File: src/rtl/fault_guard_pkg.sv
package fault_guard_pkg;
    typedef enum logic [1:0] {
        CH_IDLE    = 2'd0,
        CH_RUN     = 2'd1,
        CH_BACKOFF = 2'd2,
        CH_PROBE   = 2'd3
    } ch_state_t;

    localparam int NUM_CH      = 2;
    localparam int FLAG_BITS   = NUM_CH + 1;
    localparam int THERM_BIT   = NUM_CH;
endpackage

File: src/rtl/fg_tick_gen.sv
module fg_tick_gen #(
    parameter int CLK_PER_US = 100
) (
    input  logic clk,
    input  logic rst_n,
    output logic tick
);
    localparam int TW = (CLK_PER_US > 1) ? $clog2(CLK_PER_US) : 1;

    logic [TW-1:0] div_q;

    always_ff @(posedge clk) begin
        if (!rst_n) begin
            div_q <= '0;
        end else if (div_q == TW'(CLK_PER_US - 1)) begin
            div_q <= '0;
        end else begin
            div_q <= div_q + 1'b1;
        end
    end

    assign tick = (div_q == TW'(CLK_PER_US - 1));
endmodule

File: src/rtl/fg_therm_filter.sv
module fg_therm_filter #(
    parameter int DEGLITCH_TICKS = 16
) (
    input  logic clk,
    input  logic rst_n,
    input  logic tick,
    input  logic therm_raw,
    output logic therm_live,
    output logic therm_evt
);
    localparam int DW = $clog2(DEGLITCH_TICKS + 1);

    logic [DW-1:0] run_q;
    logic          live_q;

    assign therm_evt  = therm_raw && tick && !live_q &&
                        (run_q == DW'(DEGLITCH_TICKS - 1));
    assign therm_live = live_q;

    always_ff @(posedge clk) begin
        if (!rst_n) begin
            run_q  <= '0;
            live_q <= 1'b0;
        end else if (!therm_raw) begin
            run_q  <= '0;
            live_q <= 1'b0;
        end else if (therm_evt) begin
            live_q <= 1'b1;
        end else if (tick && !live_q) begin
            run_q <= run_q + 1'b1;
        end
    end

    // a trip never stays live once the raw input has dropped
    assert_live_needs_raw_R8: assert property (
        @(posedge clk) disable iff (!rst_n)
        !therm_raw |=> !therm_live
    ) else $error("live thermal trip without raw input");
endmodule

File: src/rtl/fg_channel_fsm.sv
module fg_channel_fsm
    import fault_guard_pkg::*;
#(
    parameter int RETRY_US = 110
) (
    input  logic clk,
    input  logic rst_n,
    input  logic tick,
    input  logic gate,
    input  logic short_det,
    output logic drive_on,
    output logic retry_mode,
    output logic oc_evt
);
    localparam int CW = (RETRY_US > 1) ? $clog2(RETRY_US) : 1;

    ch_state_t     state_q, state_d;
    logic [CW-1:0] wait_q, wait_d;
    logic          wait_done;

    assign wait_done = tick && (wait_q == CW'(RETRY_US - 1));

    always_comb begin
        state_d = state_q;
        wait_d  = wait_q;
        if (!gate) begin
            state_d = CH_IDLE;
            wait_d  = '0;
        end else begin
            unique case (state_q)
                CH_IDLE: begin
                    state_d = CH_RUN;
                end
                CH_RUN: begin
                    if (short_det) begin
                        state_d = CH_BACKOFF;
                        wait_d  = '0;
                    end
                end
                CH_BACKOFF: begin
                    if (wait_done) begin
                        state_d = CH_PROBE;
                        wait_d  = '0;
                    end else if (tick) begin
                        wait_d = wait_q + 1'b1;
                    end
                end
                CH_PROBE: begin
                    if (tick) begin
                        state_d = short_det ? CH_BACKOFF : CH_RUN;
                        wait_d  = '0;
                    end
                end
            endcase
        end
    end

    always_ff @(posedge clk) begin
        if (!rst_n) begin
            state_q <= CH_IDLE;
            wait_q  <= '0;
        end else begin
            state_q <= state_d;
            wait_q  <= wait_d;
        end
    end

    always_comb begin
        drive_on   = 1'b0;
        retry_mode = 1'b0;
        unique case (state_q)
            CH_IDLE:    begin drive_on = 1'b0; retry_mode = 1'b0; end
            CH_RUN:     begin drive_on = gate; retry_mode = 1'b0; end
            CH_BACKOFF: begin drive_on = 1'b0; retry_mode = gate; end
            CH_PROBE:   begin drive_on = gate; retry_mode = gate; end
        endcase
        oc_evt = drive_on && short_det;
    end

    // a closed gate always parks the channel in idle
    assert_gate_idle_R7: assert property (
        @(posedge clk) disable iff (!rst_n)
        !gate |=> (state_q == CH_IDLE)
    ) else $error("channel not idle after gate closed");

    // a short while running leads to back-off
    assert_short_backoff_R2: assert property (
        @(posedge clk) disable iff (!rst_n)
        (state_q == CH_RUN && gate && short_det) |=> (state_q == CH_BACKOFF)
    ) else $error("short did not start back-off");

    // back-off is only left on a tick or a gate drop
    assert_backoff_holds_R5: assert property (
        @(posedge clk) disable iff (!rst_n)
        (state_q == CH_BACKOFF && gate && !tick) |=> (state_q == CH_BACKOFF)
    ) else $error("back-off left between ticks");

    // a probe that still sees the short returns to back-off
    assert_probe_fail_R6: assert property (
        @(posedge clk) disable iff (!rst_n)
        (state_q == CH_PROBE && gate && tick && short_det) |=> (state_q == CH_BACKOFF)
    ) else $error("failed probe did not return to back-off");
endmodule

File: src/rtl/amp_fault_guard.sv
module amp_fault_guard
    import fault_guard_pkg::*;
#(
    parameter int CLK_PER_US     = 100,
    parameter int RETRY_US       = 110,
    parameter int DEGLITCH_TICKS = 16
) (
    input  logic                 clk,
    input  logic                 rst_n,
    input  logic                 sw_shutdown,
    input  logic [NUM_CH-1:0]    ch_enable,
    input  logic [NUM_CH-1:0]    short_det,
    input  logic                 therm_raw,
    input  logic                 flag_wr,
    input  logic [FLAG_BITS-1:0] flag_wdata,
    output logic [NUM_CH-1:0]    drive_on,
    output logic [NUM_CH-1:0]    retry_mode,
    output logic [NUM_CH-1:0]    flag_oc,
    output logic                 flag_therm
);
    logic              tick;
    logic              therm_live;
    logic              therm_evt;
    logic [NUM_CH-1:0] gate;
    logic [NUM_CH-1:0] oc_evt;
    logic [NUM_CH-1:0] oc_q;
    logic              therm_q;

    fg_tick_gen #(.CLK_PER_US(CLK_PER_US)) u_tick (
        .clk  (clk),
        .rst_n(rst_n),
        .tick (tick)
    );

    fg_therm_filter #(.DEGLITCH_TICKS(DEGLITCH_TICKS)) u_therm (
        .clk       (clk),
        .rst_n     (rst_n),
        .tick      (tick),
        .therm_raw (therm_raw),
        .therm_live(therm_live),
        .therm_evt (therm_evt)
    );

    for (genvar c = 0; c < NUM_CH; c++) begin : g_ch
        assign gate[c] = ch_enable[c] && !sw_shutdown && !therm_live;

        fg_channel_fsm #(.RETRY_US(RETRY_US)) u_fsm (
            .clk       (clk),
            .rst_n     (rst_n),
            .tick      (tick),
            .gate      (gate[c]),
            .short_det (short_det[c]),
            .drive_on  (drive_on[c]),
            .retry_mode(retry_mode[c]),
            .oc_evt    (oc_evt[c])
        );

        always_ff @(posedge clk) begin
            if (!rst_n) begin
                oc_q[c] <= 1'b0;
            end else if (oc_evt[c]) begin
                oc_q[c] <= 1'b1;
            end else if (flag_wr && !flag_wdata[c]) begin
                oc_q[c] <= 1'b0;
            end
        end

        // a set flag survives every cycle that carries no clearing write
        assert_oc_sticky_R4: assert property (
            @(posedge clk) disable iff (!rst_n)
            (oc_q[c] && !(flag_wr && !flag_wdata[c])) |=> oc_q[c]
        ) else $error("over-current flag lost without a clear");
    end

    always_ff @(posedge clk) begin
        if (!rst_n) begin
            therm_q <= 1'b0;
        end else if (therm_evt) begin
            therm_q <= 1'b1;
        end else if (flag_wr && !flag_wdata[THERM_BIT]) begin
            therm_q <= 1'b0;
        end
    end

    // while the trip is live neither channel drives
    assert_therm_blocks_R9: assert property (
        @(posedge clk) disable iff (!rst_n)
        therm_live |-> (drive_on == '0)
    ) else $error("drive active during thermal trip");

    assign flag_oc    = oc_q;
    assign flag_therm = therm_q;
endmodule

File: config.mk
export PLATFORM = sky130hd
export DESIGN_NAME = amp_fault_guard
export DESIGN_NICKNAME = d
export VERILOG_FILES = /design/src/rtl/fault_guard_pkg.sv /design/src/rtl/fg_tick_gen.sv /design/src/rtl/fg_therm_filter.sv /design/src/rtl/fg_channel_fsm.sv /design/src/rtl/amp_fault_guard.sv
export SDC_FILE = /design/constraint.sdc
export NUM_CORES = 1
export LEC_CHECK = 0
export BUFFER_PORTS_ARGS = -buffer_cell sky130_fd_sc_hd__buf_2
export CAP_MARGIN = 30
export CORE_UTILIZATION = 30
export DETAILED_ROUTE_END_ITERATION = 12
export PLACE_DENSITY_LB_ADDON = 0.3
export SYNTH_ARGS = -nofsm -noshare
export SYNTH_HDL_FRONTEND = slang
export SYNTH_SLANG_ARGS = --single-unit
File: constraint.sdc
create_clock -name clk -period 5.4 [get_ports clk]
set_input_delay 0.27 -clock clk [delete_from_list [all_inputs] [get_ports clk]]
set_output_delay 0.27 -clock clk [all_outputs]
set_load 0.005 [all_outputs]
* After elaboration in Yosys (flattened, before gate mapping)
Cells that the tools add are included.
** Operators by class
- Add/sub/neg operators :: 4
- Mux-type cells :: 29
- Reductions and logical operators :: 44
- Bitwise operators :: 2
- Eq/ne operators :: 18
** Operator list (count)
- $mux 7 :: 7
- $pmux 7 s3 :: 2
- $add 7x1->7 const B :: 3
- $eq 7x7->1 const B :: 3
- $reduce_or 2->1 :: 9
- $mux 2 :: 8
- $pmux 2 s4 :: 2
- $logic_and 1x1->1 :: 15
- $eq 2x2->1 const B :: 4
- $pmux 1 s2 :: 4
- $reduce_and 2->1 :: 4
- $reduce_and 4->1 :: 2
- $mux 1 :: 6
- $ne 2x1->1 const B :: 3
- $ne 2x2->1 const B :: 3
- $reduce_and 3->1 :: 2
- $reduce_bool 2->1 :: 3
- $reduce_bool 3->1 :: 2
- $add 5x1->5 const B :: 1
- $eq 5x4->1 const B :: 1
- $logic_not 1->1 :: 5
- $eq 2x1->1 const B :: 2
- $logic_not 2->1 :: 2
- $ne 3x1->1 const B :: 1
- other kinds (2) :: 3
** Word-level totals
- Input port bits :: 12
- Word-level logic and storage cells :: 107
- Output and inout port bits :: 7
- Register bits :: 34

* Logic depth before layout (Yosys ltp)
- Depth after elaboration :: 6
- Mapped depth :: 7
- Mapped depth without buffers :: 7

* Modules after synthesis
A second synthesis with hierarchy kept.
** Second synthesis, totals
- Cell total of the unflattened synthesis :: 196
- Area total of the unflattened synthesis :: 1771.7 um2
** Modules (own cells, without submodules)
- fg_channel_fsm at g_ch[1].u_fsm :: cells an instance 56, instances 1, sequential area each 180.2 um2, area each 509.2 um2
- fg_channel_fsm at g_ch[0].u_fsm :: cells an instance 58, instances 1, sequential area each 180.2 um2, area each 505.5 um2
- fg_therm_filter :: cells an instance 35, instances 1, sequential area each 120.1 um2, area each 309.0 um2
- fg_tick_gen :: cells an instance 33, instances 1, sequential area each 140.1 um2, area each 309.0 um2
- amp_fault_guard :: cells an instance 14, instances 1, sequential area each 60.1 um2, area each 138.9 um2

* Worst setup path before layout
Ideal clock, no wire load.
- Path type :: register -> register
- Start :: reg u_therm.run_q[0]
- End :: reg u_therm.run_q[3]
- Path slack :: 3.561 ns
- Data arrival time :: 1.720 ns
- Path buffers :: 0
- Required time :: 5.281 ns
- Cell stages (with the launch flop) :: 8
- Setup time :: 0.119 ns
- Period minus slack after synthesis :: 1.839 ns
- Path through :: dfxtp_1 ha_1 and3_1 ha_1 a2111oi_4 nand4_1 xor2_1 nor2_1
** Between the ends
- Word-level cells in the longest chain between the ends :: 4
- Elaborated cells on any way between the ends :: 5
- Classes of those cells :: 1 x add/sub; 1 x eq/ne; 1 x bitwise; 2 x reduce/logical
** Ends and longest elaborated chain
- start, declared :: RTL line fg_therm_filter.sv:13 : logic [DW-1:0] run_q;
- start signal, assigned :: RTL line fg_therm_filter.sv:30 : run_q <= run_q + 1'b1;
- parallel branches: the longest is 4 deep, another holds $add 5x1->5
Parallel ways; which one is timed is not known.
A chain may end at the register's enable or synchronous reset.

* Worst setup path in the final report
- Start :: reg u_tick.div_q[0]
- End :: reg g_ch[0].u_fsm.wait_q[4]
** Between the ends
- Word-level cells in the longest chain between the ends :: 4
- Elaborated cells on any way between the ends :: 7
- Classes of those cells :: 3 x eq/ne; 2 x mux; 2 x reduce/logical
** Ends and longest elaborated chain
- start, declared :: RTL line fg_tick_gen.sv:10 : logic [TW-1:0] div_q;
- start signal, assigned :: RTL line fg_tick_gen.sv:18 : div_q <= div_q + 1'b1;
- $eq 7x7->1 (*) :: RTL line fg_tick_gen.sv:22 : assign tick = (div_q == TW'(CLK_PER_US - 1));
- $logic_and 1x1->1 :: RTL line fg_channel_fsm.sv:21 : assign wait_done = tick && (wait_q == CW'(RETRY_US - 1));
- $ne 3x1->1 (no source line) or $mux 7 (tied branches)
- $reduce_and 4->1 (no source line) or $pmux 7 s3 (tied branches)
- end signal, assigned :: RTL line fg_channel_fsm.sv:64 : wait_q <= wait_d;
- end, declared :: RTL line fg_channel_fsm.sv:18 : logic [CW-1:0] wait_q, wait_d;
Mark *: on every way between the ends. The rest lies on a longest branch, timed or not.

==> metrics.log <==
INFO  metric fin_nets = 240
INFO  metric cts_buffer_depth = 2
INFO  metric yosys-mux-area-fraction = 0.00566
INFO  metric most_used_flip_flop_cell_after_synthesis = sky130_fd_sc_hd__dfxtp_1
INFO  metric p_switching = 0.000106 W
INFO  metric worstSkewPairLatency = about 280 ps
INFO  metric cts_hold_buf = 0
INFO  metric dr.pass1.iters = 4
INFO  metric postRouteWirelength = 3300 um
INFO  metric fillCellCount = 628
INFO  metric syn-cell-area = 1770 um2
INFO  metric synth.ff_latch_count = 34
INFO  metric finalSetupViolations = 0
INFO  metric criticalPathCategory = reg2reg
INFO  metric cts_buffers = 5
INFO  metric vdd.ir_drop.worst = 0.000132 V
INFO  metric crit_path_end_kind = register
INFO  metric worst_ep_arrival_time = around 2300 ps
INFO  metric combinational_family_with_the_most_area_after_synthesis = simple AND/OR/NAND/NOR gates
INFO  metric detail_route.iter0.violations = 58
INFO  metric max_slew.worst_pin.slew = 606 ps
INFO  metric routed_via_density = just under 5
INFO  metric first_global_vias = 1271
INFO  metric placed_cells_incl_taps = approximately 280
INFO  metric wp_data_required = around 5600 ps
INFO  metric initial_utilization = 0.315
INFO  metric worst-path-max-fanout = 8
INFO  metric synth_async_sr_flop_share = 0
INFO  metric power.leakage = roughly 0.76 nW
INFO  metric slew-limit-headroom = 0.594
INFO  metric power.density = 258 nW/um2
INFO  metric synth_xor_area_frac = 0.0694
INFO  metric floorplan.die.width = 78.8 um
INFO  metric dp_hpwl = roughly 2400 um
INFO  metric grt_start_max_net_pins = 11
INFO  metric cts-root-buf = sky130_fd_sc_hd__clkbuf_8
INFO  metric power_frac_comb = 0.042
INFO  metric ys.warnings.count = 0
INFO  metric cts.repair.resized = 0
INFO  metric clkTransAtPathRegs = 70 ps
INFO  metric yosys.area_share.adder = 0.0778
INFO  metric fin_crit = ~2100 ps
INFO  metric p_seq_frac = 0.496
INFO  metric final_layout_size_suffix_gt1_frac = 0.152
INFO  metric io-pin-count = 19
INFO  metric synth_cells = 200
INFO  metric cts_tree = built
INFO  metric worst_setup_path_start_kind = register
INFO  metric htree_num_levels = 2
INFO  metric global_route.usage.total = 0.117
INFO  metric synth_cell_type_count = 37
INFO  metric post-route-period-util = 0.397
INFO  metric number_of_failing_hold_endpoints_at_the_final_stage = 0
INFO  metric number_of_enable_type_register_cells_in_the_synthesized_netlist = 0
INFO  metric routability_congestion_estimate = around 0.76
INFO  metric pwr-share-clk = 0.462
INFO  metric die_height = around 80 um
INFO  metric clock_skew = between 2 and 2.5 ps
INFO  metric run_status = complete, no violations
INFO  metric power.switching_fraction = 0.206
INFO  metric report.final.slew_viol_count = 0
INFO  metric grt_first_pass_wirelength = about 5600 um
INFO  metric ant_nets = 0
INFO  metric via_total_after_detailed_routing = between 1000 and 1500
INFO  metric remaining_drc_errors = 0
INFO  metric post_drt_wl_per_cell = between 10 and 15 um
INFO  metric antenna_cells = 0
INFO  metric max_freq = between 0.4 and 0.5 GHz
INFO  metric port-buffer-count = 18
INFO  metric synth-compound-area-share = 0.146
INFO  metric internal_power = about 0.0004 W
INFO  metric design.core.area = around 5600 um2
INFO  metric yosysSeqAreaShare = 0.385
INFO  metric grt_setup_unrepaired = false
INFO  metric area.growth.synth_to_final = 13.4%
INFO  metric synth.net_count = 223
INFO  metric worst_hold_path_type = in2reg
INFO  metric yosys.area_share.simple = 0.263
INFO  metric cts_num_sinks = 34
INFO  metric finish.cell_count_without_fillers = between 200 and 300
INFO  metric die-area = between 6000 and 7000 um2
INFO  metric globalRouteOverflowTotal = 0
INFO  metric drv_cap = 0
INFO  metric post_synth.cell_area_avg = 8.84 um2
INFO  metric cts_setup_buffers = 0
INFO  metric initial_antenna_violation_count = 0
INFO  metric rows = 27
INFO  metric timing.setup.tns = 0 ps
-- synthesized netlist by cell type, types with 4 or more instances --
library cell | count | area (um2)
sky130_fd_sc_hd__a21oi_1 | 4 | 20.0
sky130_fd_sc_hd__and3_1 | 8 | 50.1
sky130_fd_sc_hd__buf_4 | 5 | 37.5
sky130_fd_sc_hd__dfxtp_1 | 34 | 681
sky130_fd_sc_hd__ha_1 | 11 | 138
sky130_fd_sc_hd__inv_1 | 10 | 37.5
sky130_fd_sc_hd__nand2_1 | 12 | 45.0
sky130_fd_sc_hd__nand3_1 | 8 | 40.0
sky130_fd_sc_hd__nand4_1 | 11 | 68.8
sky130_fd_sc_hd__nor2_1 | 28 | 105
sky130_fd_sc_hd__nor3_1 | 8 | 40.0
sky130_fd_sc_hd__o21ai_0 | 10 | 50.1
sky130_fd_sc_hd__o31ai_1 | 6 | 45.0
sky130_fd_sc_hd__xnor2_1 | 6 | 52.6
sky130_fd_sc_hd__xor2_1 | 8 | 70.1
-- metrics by stage --
stage	hold WS, ps	utilization	cell area (um2)	worst slack [ps]	total power, W
final	272	0.357	2000	3260	0.000517
after detailed placement	433	0.337	1890	3260	0.000284
after global routing	266	0.357	2000	3040	0.000536
after global placement	423	0.337	1890	3310	0.000284
after CTS	266	0.357	2000	3260	0.000525
after floorplan	413	-	1770	3560	0.000275
-- worst paths after layout --
path / cells past startpoint / from / slack [ps] / end
worst max-delay path: 6 / u_tick.div_q[0]$_SDFF_PP0_ / 3260 / g_ch[0].u_fsm.wait_q[4]$_SDFFE_PN0P_
worst max register to register: 6 / u_tick.div_q[0]$_SDFF_PP0_ / 3260 / g_ch[0].u_fsm.wait_q[4]$_SDFFE_PN0P_
worst min-delay path: 3 / short_det[0] / 270 / g_ch[0].u_fsm.state_q[1]$_SDFFE_PN0P_
worst min register to register: 1 / u_tick.div_q[0]$_SDFF_PP0_ / 450 / u_tick.div_q[0]$_SDFF_PP0_
-- power by group through the flow --
stage / logic (W) / registers [W] / clock network (W)
CTS: 0.0000223 / 0.000256 / 0.000246
floorplan: 0.0000141 / 0.000261 / 0
finish: 0.0000219 / 0.000256 / 0.000238
global route: 0.0000245 / 0.000257 / 0.000255
detailed placement: 0.0000222 / 0.000262 / 0
global placement: 0.0000220 / 0.000262 / 0
-- cell type report --
| type | count | area (um2) | area share |
|---|---|---|---|
| sequential | 34 | 681 | 0.340 |
| timing repair buffer | 18 | 90.1 | 0.0449 |
| tap | 72 | 90.1 | 0.0449 |
| clock inverter | 1 | 30.0 | 0.0150 |
| inverter | 10 | 37.5 | 0.0187 |
| multi-input combinational | 148 | 993 | 0.496 |
| clock buffer | 6 | 82.6 | 0.0412 |
-- per-layer routing --
metal,vias to the layer above,routed length (um),global-route usage
met4,0,64,0.0611
met3,7,75,0.0345
met5,-,0,0
li1,735,-,-
met1,649,1650,0.147
met2,12,1500,0.179
-- cell usage in the layout (no fill, tap or decap), drive strengths merged, types with 4 or more instances in the layout --
master	netlist	final
a21oi	4	4
and3	9	9
buf	6	18
clkbuf	2	6
dfxtp	34	34
ha	11	11
inv	10	10
nand2	12	12
nand3	8	8
nand4	11	11
nor2	28	28
nor3	8	8
o21ai	10	10
o31ai	7	7
xnor2	6	6
xor2	8	8
-- state kept, by name, summed over array words and instances, names as in the netlist --
register / cells
g_ch.u_fsm.state_q: 4
u_therm.run_q: 5
g_ch.u_fsm.wait_q: 14
u_tick.div_q: 7
flag_oc: 2
flag_therm: 1
u_therm.therm_live: 1
-- cell families after synthesis --
family,count (synthesis)
buffers and inverters,18
XOR/XNOR,14
adder cells (fa/ha/maj),11
AND/OR/NAND/NOR,88
flip-flops,34
multiplexers,1
AO/OA/AOI/OAI,34
-- worst max-delay path, stage by stage (launching register included) --
cell                        delay, ps
sky130_fd_sc_hd__dfxtp_1          350
sky130_fd_sc_hd__ha_1             200
sky130_fd_sc_hd__nand4bb_1        410
sky130_fd_sc_hd__o31ai_2          660
sky130_fd_sc_hd__nand4_1          190
sky130_fd_sc_hd__xor2_1           160
sky130_fd_sc_hd__nor2_1            50
No activity file was read; power rests on OpenSTA's default activity.
